--- config.mk ---
export PLATFORM = sky130hd
export DESIGN_NAME = edge_capture_unit
export DESIGN_NICKNAME = d
export VERILOG_FILES = /design/src/rtl/cap_pkg.sv /design/src/rtl/cap_sync.sv /design/src/rtl/cap_edge.sv /design/src/rtl/cap_chan.sv /design/src/rtl/edge_capture_unit.sv
export SDC_FILE = /design/constraint.sdc
export NUM_CORES = 1
export LEC_CHECK = 0
export ABC_AREA = 1
export ABC_CLOCK_PERIOD_IN_PS = 3500
export CORE_MARGIN = 10
export CORE_UTILIZATION = 28
export CTS_CLUSTER_SIZE = 20
export DETAILED_ROUTE_END_ITERATION = 8
export HOLD_SLACK_MARGIN = 0.02
export PLACE_DENSITY = 0.54
export SLEW_MARGIN = 25
export SYNTH_ARGS = -nofsm -noshare
export SYNTH_HDL_FRONTEND = slang
export SYNTH_SLANG_ARGS = --single-unit
--- constraint.sdc ---
create_clock -name clk -period 3.5 [get_ports clk]
set_input_delay 0.7 -clock clk [delete_from_list [all_inputs] [get_ports clk]]
set_output_delay 0.7 -clock clk [all_outputs]
set_load 0.005 [all_outputs]
--- src/rtl/cap_pkg.sv ---
package cap_pkg;

    localparam int SEL_W = 2;

    typedef enum logic [SEL_W-1:0] {
        EDGE_OFF  = 2'b00,
        EDGE_RISE = 2'b01,
        EDGE_FALL = 2'b10,
        EDGE_BOTH = 2'b11
    } edge_sel_e;

    typedef struct packed {
        logic rise;
        logic fall;
    } edge_ev_t;

    function automatic logic sel_hit(edge_sel_e sel, edge_ev_t ev);
        logic hit;
        case (sel)
            EDGE_RISE: hit = ev.rise;
            EDGE_FALL: hit = ev.fall;
            EDGE_BOTH: hit = ev.rise | ev.fall;
            default:   hit = 1'b0;
        endcase
        return hit;
    endfunction

endpackage

--- src/rtl/cap_sync.sv ---
module cap_sync #(
    parameter int STAGES = 2
) (
    input  logic clk,
    input  logic rst,
    input  logic pin,
    output logic level,
    output logic prev
);
    // stages [0..STAGES-1] synchronise, stage STAGES remembers the last level
    logic [STAGES:0] sh;

    always_ff @(posedge clk) begin
        if (rst) begin
            sh <= '0;
        end else begin
            sh <= {sh[STAGES-1:0], pin};
        end
    end

    assign level = sh[STAGES-1];
    assign prev  = sh[STAGES];
endmodule

--- src/rtl/cap_edge.sv ---
module cap_edge
    import cap_pkg::*;
(
    input  logic      clk,
    input  logic      rst,
    input  logic      level,
    input  logic      prev,
    input  edge_sel_e sel,
    output logic      evt
);
    edge_ev_t ev;

    always_comb begin
        ev.rise = level & ~prev;
        ev.fall = ~level & prev;
        evt     = sel_hit(sel, ev);
    end

    assert_off_quiet_R6: assert property (@(posedge clk) disable iff (rst)
        (sel == EDGE_OFF) |-> !evt);
    assert_rise_level_R3: assert property (@(posedge clk) disable iff (rst)
        (evt && sel == EDGE_RISE) |-> (level && !prev));
    assert_fall_level_R4: assert property (@(posedge clk) disable iff (rst)
        (evt && sel == EDGE_FALL) |-> (!level && prev));
    assert_evt_change_R5: assert property (@(posedge clk) disable iff (rst)
        evt |-> (level != prev));
endmodule

--- src/rtl/cap_chan.sv ---
module cap_chan #(
    parameter int CNT_W = 16
) (
    input  logic             clk,
    input  logic             rst,
    input  logic             evt,
    input  logic [CNT_W-1:0] cnt,
    input  logic             clr,
    input  logic             en,
    output logic [CNT_W-1:0] cap,
    output logic             flag,
    output logic             ovr,
    output logic             irq
);
    typedef struct packed {
        logic [CNT_W-1:0] cap;
        logic             flag;
        logic             ovr;
    } chan_state_t;

    chan_state_t st, nx;

    always_comb begin
        nx = st;
        if (evt) begin
            nx.cap = cnt;
        end
        // a fresh event outranks a clear for the flag
        nx.flag = evt | (st.flag & ~clr);
        if (clr) begin
            nx.ovr = 1'b0;
        end else if (evt && st.flag) begin
            nx.ovr = 1'b1;
        end
    end

    always_ff @(posedge clk) begin
        if (rst) begin
            st <= '0;
        end else begin
            st <= nx;
        end
    end

    assign cap  = st.cap;
    assign flag = st.flag;
    assign ovr  = st.ovr;
    assign irq  = st.flag & en;

    assert_capture_R2: assert property (@(posedge clk) disable iff (rst)
        evt |=> (cap == $past(cnt)) && flag);
    assert_cap_hold_R6: assert property (@(posedge clk) disable iff (rst)
        !evt |=> $stable(cap));
    assert_flag_hold_R7: assert property (@(posedge clk) disable iff (rst)
        (flag && !clr) |=> flag);
    assert_flag_clear_R7: assert property (@(posedge clk) disable iff (rst)
        (clr && !evt) |=> !flag);
    assert_clr_race_R8: assert property (@(posedge clk) disable iff (rst)
        (clr && evt) |=> flag);
    assert_overrun_R9: assert property (@(posedge clk) disable iff (rst)
        (evt && flag && !clr) |=> ovr);
    assert_ovr_hold_R9: assert property (@(posedge clk) disable iff (rst)
        (ovr && !clr) |=> ovr);
endmodule

--- src/rtl/edge_capture_unit.sv ---
module edge_capture_unit
    import cap_pkg::*;
#(
    parameter int NUM_CH      = 4,
    parameter int CNT_W       = 16,
    parameter int SYNC_STAGES = 2
) (
    input  logic                    clk,
    input  logic                    rst,
    input  logic [CNT_W-1:0]        cnt_i,
    input  logic [NUM_CH-1:0]       pin_i,
    input  logic [SEL_W*NUM_CH-1:0] edge_sel_i,
    input  logic [NUM_CH-1:0]       irq_en_i,
    input  logic [NUM_CH-1:0]       flag_clr_i,
    output logic [NUM_CH*CNT_W-1:0] cap_val_o,
    output logic [NUM_CH-1:0]       flag_o,
    output logic [NUM_CH-1:0]       ovr_o,
    output logic [NUM_CH-1:0]       irq_o
);
    for (genvar c = 0; c < NUM_CH; c++) begin : g_ch
        logic      level, prev, evt;
        edge_sel_e sel;

        assign sel = edge_sel_e'(edge_sel_i[SEL_W*c +: SEL_W]);

        cap_sync #(.STAGES(SYNC_STAGES)) u_sync (
            .clk   (clk),
            .rst   (rst),
            .pin   (pin_i[c]),
            .level (level),
            .prev  (prev)
        );

        cap_edge u_edge (
            .clk   (clk),
            .rst   (rst),
            .level (level),
            .prev  (prev),
            .sel   (sel),
            .evt   (evt)
        );

        cap_chan #(.CNT_W(CNT_W)) u_chan (
            .clk  (clk),
            .rst  (rst),
            .evt  (evt),
            .cnt  (cnt_i),
            .clr  (flag_clr_i[c]),
            .en   (irq_en_i[c]),
            .cap  (cap_val_o[CNT_W*c +: CNT_W]),
            .flag (flag_o[c]),
            .ovr  (ovr_o[c]),
            .irq  (irq_o[c])
        );
    end

    assert_irq_gate_R10: assert property (@(posedge clk) disable iff (rst)
        (irq_o & ~flag_o) == '0);
endmodule

## After elaboration in Yosys (flattened, before gate mapping)

Cells that the tools add are included.

| cells by class | value |
|---|---|
| add/subtract/negate cells | 0 |
| multiply operators | 0 |
| divide/modulo/power cells | 0 |
| $lt $le $gt $ge | 0 |
| equality and inequality tests | 12 |
| shift-type cells | 0 |
| mux-type cells | 4 |
| bitwise logic cells | 36 |
| reduce and logical (&&, ||, !) cells | 8 |

Operators with widths:

| operator | count |
|---|---|
| AND 1 bit | 16 |
| equality test 2 bit (second input constant) | 8 |
| inverter 1 bit | 12 |
| one-hot mux 1 bit (3 select lines) | 4 |
| equality test 2 x 1 -> 1 bit (second input constant) | 4 |
| OR 1 bit | 8 |
| OR reduction 2 bit | 4 |
| logical AND 1 bit | 4 |

| word-level totals | value |
|---|---|
| register bits after elaboration | 84 |
| bits in latches | 0 |
| bits in writable memories | 0 |
| bits in read-only memories | 0 |
| bits of input ports | 38 |
| output and inout port bits | 76 |
| word-level logic and storage cells | 76 |
| memories | 0 |

## Depth between registers and ports, before layout

| logic depth | value |
|---|---|
| word-level depth | 5 |
| gate-level depth with buffers | 9 |
| gate-level depth less buffers | 8 |

## Hierarchy

From an unflattened synthesis, not the netlist that was laid out.

| unflattened totals | value |
|---|---|
| cell total of the unflattened synthesis | 540 |
| area, all modules | 3,618.5 um2 |

By module, submodules not included:

| module | times used | cells an instance | area an instance (um2) | sequential area each (um2) |
|---|---|---|---|---|
| cap_chan | 4 | 115 | 758.2 | 360.3 |
| cap_sync | 4 | 9 | 82.6 | 60.1 |
| cap_edge | 4 | 11 | 63.8 | 0.0 |

## Worst setup path before layout

OpenSTA, ideal clock, no wires.

| path | value |
|---|---|
| path type | input port to output port |
| from | input port irq_en_i[0] |
| to | output port irq_o[0] |
| arrival time | 0.883 ns |
| data required time | 2.800 ns |
| setup slack | 1.917 ns |
| stages | 3 |
| buffers on the path | 1 |
| cells stage by stage | nand2_1 > inv_1 > buf_4 |

| on the way | value |
|---|---|
| word-level cells in the longest chain between the ends | 1 |

RTL lines:

| what | line | source |
|---|---|---|
| from (decl) | edge_capture_unit.sv:13 | `input logic [NUM_CH-1:0] irq_en_i,` |
| AND 1 bit | cap_chan.sv:48 | `assign irq = st.flag & en;` |
| to (decl) | edge_capture_unit.sv:18 | `output logic [NUM_CH-1:0] irq_o` |

No other way between the ends.

## Worst setup path after layout

| path | value |
|---|---|
| from | input port irq_en_i[3] |
| to | output port irq_o[3] |

Same word-level chain as after synthesis.

==> metrics <==
status finished, final reports clean; CTS Hold Bufs 0; max incr delay on CP 0.50 ns; Worst-Margin Slew 0.518 ns; WL/cell 13.3 microns; HP Start g_ch[2].u_sync.sh[0]; sw frac 22.2%; Max Cap Violations 0; reg2reg path depth 8; vias in the first global route 3213; Arrival @ worst endpoint 1.75 ns; Hold Path Depth 2; # IOs 114; peak fanout along the critical path 1; DRC 0; Hold Vio Cnt, Final 0; Peak VDD IR 0.241 mV; CTS Buf Count 9; Combinational Power Share 12.9%; Reg-to-Reg End g_ch[2].u_chan.cap[0]; critical path type input port to output port; DP HPWL 7740 microns; clk sinks 84; CP max stage cell clkdlybuf4s50_1; GRT Overall Usage 11.7%; final setup vio count 0; DRT Pass-1 Iters 4; post-synth cell types 16; Final Max Tran Viols 0; RSZ-0062 raised after global routing no; count of input and output buffers 113; clock root cell clkbuf_16; switching pwr 0.000544 W; Final #Nets 649; Initial Utilization 28.7%; Fmax 0.409 GHz; gp weighted congestion 0.730; Setup WS pre-CTS 1.05 ns; final wirelength 10400 microns; Seq/Total Area, Yosys 46.5%; largest net degree at the start of global routing 41; reg2reg setup slack 1.96 ns; Detail Route Antenna Nets 0; DRT iter0 DRCs 161; power per cell area 481 nW/um^2; ANT cells 0; sequential share of power 42.2%; clock buffer depth 2; Crit. End Element output port; Core Region 12600 sq um; Fillers 1381; wire length on met1 4570 microns; Final Power 0.00245 W; Synth Net Count 555; Hold WC Path Type flip-flop to flip-flop; minimum clock period 2.45 ns; Synth Cell Area 3620 sq um; die area 17900 sq um; dominant cell type by count on the critical path clkdlybuf4s50_1; met3 routed WL 837 microns; vias per cell 4.09; total number of vias 3189; Synth Register Bits 84; TNS Setup 0 ns; Cell Rows 41; first-pass GRT wire length 16500 microns; RR Startpoint g_ch[2].u_sync.sh[1]; clock share of power 44.9%; Die W 134 microns; synthesized area per cell 7.11 sq um; Tcrit/Tclk final 69.9%; post-CTS setup buffers 0; Area growth syn-to-layout 40.7%; Worst-path clk slew 0.06 ns; Top Metal Used met4; worst path cell trace clkdlybuf4s50_1 -> nand2_1 -> inv_1 -> clkdlybuf4s50_1; CTS-repair resized insts 0; CP Data Required Time 2.80 ns; chip height 134 microns; H-tree depth 3; Pint 0.00191 W; worst skew pair latency 0.33 ns; Syn Inst Count 509; CTS tree done; met2 wire len 4940 microns; max_slew headroom 65.4%; leakage 2.19 nW; number of warnings issued by yosys 0; initial antenna violation count 0; Clock Skew 0.00673 ns; final worst setup slack 1.05 ns; WHS Endpoint g_ch[2].u_sync.sh[1]; startpoint types input port; share of cells above drive strength 1 5.76%; global route overflow 0
==> metrics by stage <==
step	hold WS, ns	util, %	instance area, sq um	std cells
2_1_floorplan	0.388	-	3620	509
3_3_place_gp	0.391	37.6	4740	764
3_5_place_dp	0.395	37.6	4740	764
4_1_cts	0.405	40.4	5090	780
5_1_grt	0.423	40.4	5090	780
6_report	0.404	40.4	5090	780
==> Yosys cell counts <==
library cell	n	share of area (%)
buf_6	9	2.8
nand3_2	8	2.2
inv_1	55	5.7
nand3_1	12	1.7
dfxtp_1	84	46
a21oi_1	4	0.55
or2_2	4	0.69
nor2_1	140	15
nand2_1	152	16
buf_2	7	0.97
clkbuf_1	1	0.10
o21ai_0	4	0.55
buf_4	15	3.1
ha_1	8	2.8
nand3_4	4	1.9
inv_2	2	0.21
==> state kept, by name, summed over array words and instances (netlist names) <==
name              cells
g_ch.u_chan.cap      64
g_ch.u_sync.sh       12
g_ch.u_chan.ovr       4
g_ch.u_chan.flag      4
==> cells by family (layout without fill, tap and decap cells) <==
group                    count (synthesis)  in the layout  share of synthesized area [%]
AO/OA/AOI/OAI                            8              8                           1.11
adder cells (fa/ha/maj)                  8              8                           2.77
buffers and inverters                   89            188                           12.9
flip-flops                              84             84                           46.5
AND/OR/NAND/NOR                        320            320                           36.8
==> cell type report <==
class	instances	area (sq um)	area share, %
flip-flops and latches	84	1680	33.0
inverters	57	214	4.20
clock inverters	4	95.1	1.87
well taps	172	215	4.23
multi-input cells	336	1470	28.9
clock buffers	12	256	5.04
repair buffers	115	1160	22.8
==> cells in the final DEF, fill, tap and decap left out <==
| cell | count |
|---|---|
| or2_2 | 4 |
| buf_4 | 1 |
| clkbuf_16 | 9 |
| clkbuf_1 | 1 |
| clkinv_2 | 1 |
| o21ai_0 | 4 |
| clkdlybuf4s50_1 | 113 |
| a21oi_1 | 4 |
| inv_2 | 2 |
| nor2_1 | 140 |
| nand2_1 | 152 |
| buf_12 | 1 |
| ha_1 | 8 |
| bufinv_16 | 3 |
| nand3_4 | 4 |
| clkbuf_8 | 2 |
| nand3_2 | 8 |
| nand3_1 | 12 |
| dfxtp_1 | 84 |
| inv_1 | 55 |
==> critical path: cells and delay by family <==
| family | cells | cell delay (ns) |
|---|---|---|
| and+or+nand+nor | 1 | 0.04 |
| buffers and inverters | 3 | 1.00 |
==> layer usage <==
metal	GRT usage, %	vias to the layer above
met4	3.81	0
li1	-	1676
met2	18.7	75
met3	5.00	2
met1	13.8	1436
met5	0	-
==> power by group through the flow <==
stage | combinational, W | clock (W) | sequential (W)
after floorplan | 0.000152 | 0 | 0.00106
after global placement | 0.000319 | 0 | 0.00105
after detailed placement | 0.000322 | 0 | 0.00106
after CTS | 0.000323 | 0.00114 | 0.00104
after global routing | 0.000357 | 0.00118 | 0.00104
final | 0.000315 | 0.00110 | 0.00103
==> how the worst max path moves through the flow <==
stage / end / slack (ns) / start / depth (start not counted)
2_1_floorplan: irq_o[0] / 1.92 / irq_en_i[0] / 3
3_3_place_gp: irq_o[1] / 1.05 / irq_en_i[1] / 4
3_5_place_dp: irq_o[3] / 1.05 / irq_en_i[3] / 4
4_1_cts: irq_o[3] / 1.05 / irq_en_i[3] / 4
5_1_grt: irq_o[0] / 0.99 / irq_en_i[0] / 4
6_report: irq_o[3] / 1.05 / irq_en_i[3] / 4
No activity file was read; power rests on OpenSTA's default activity.
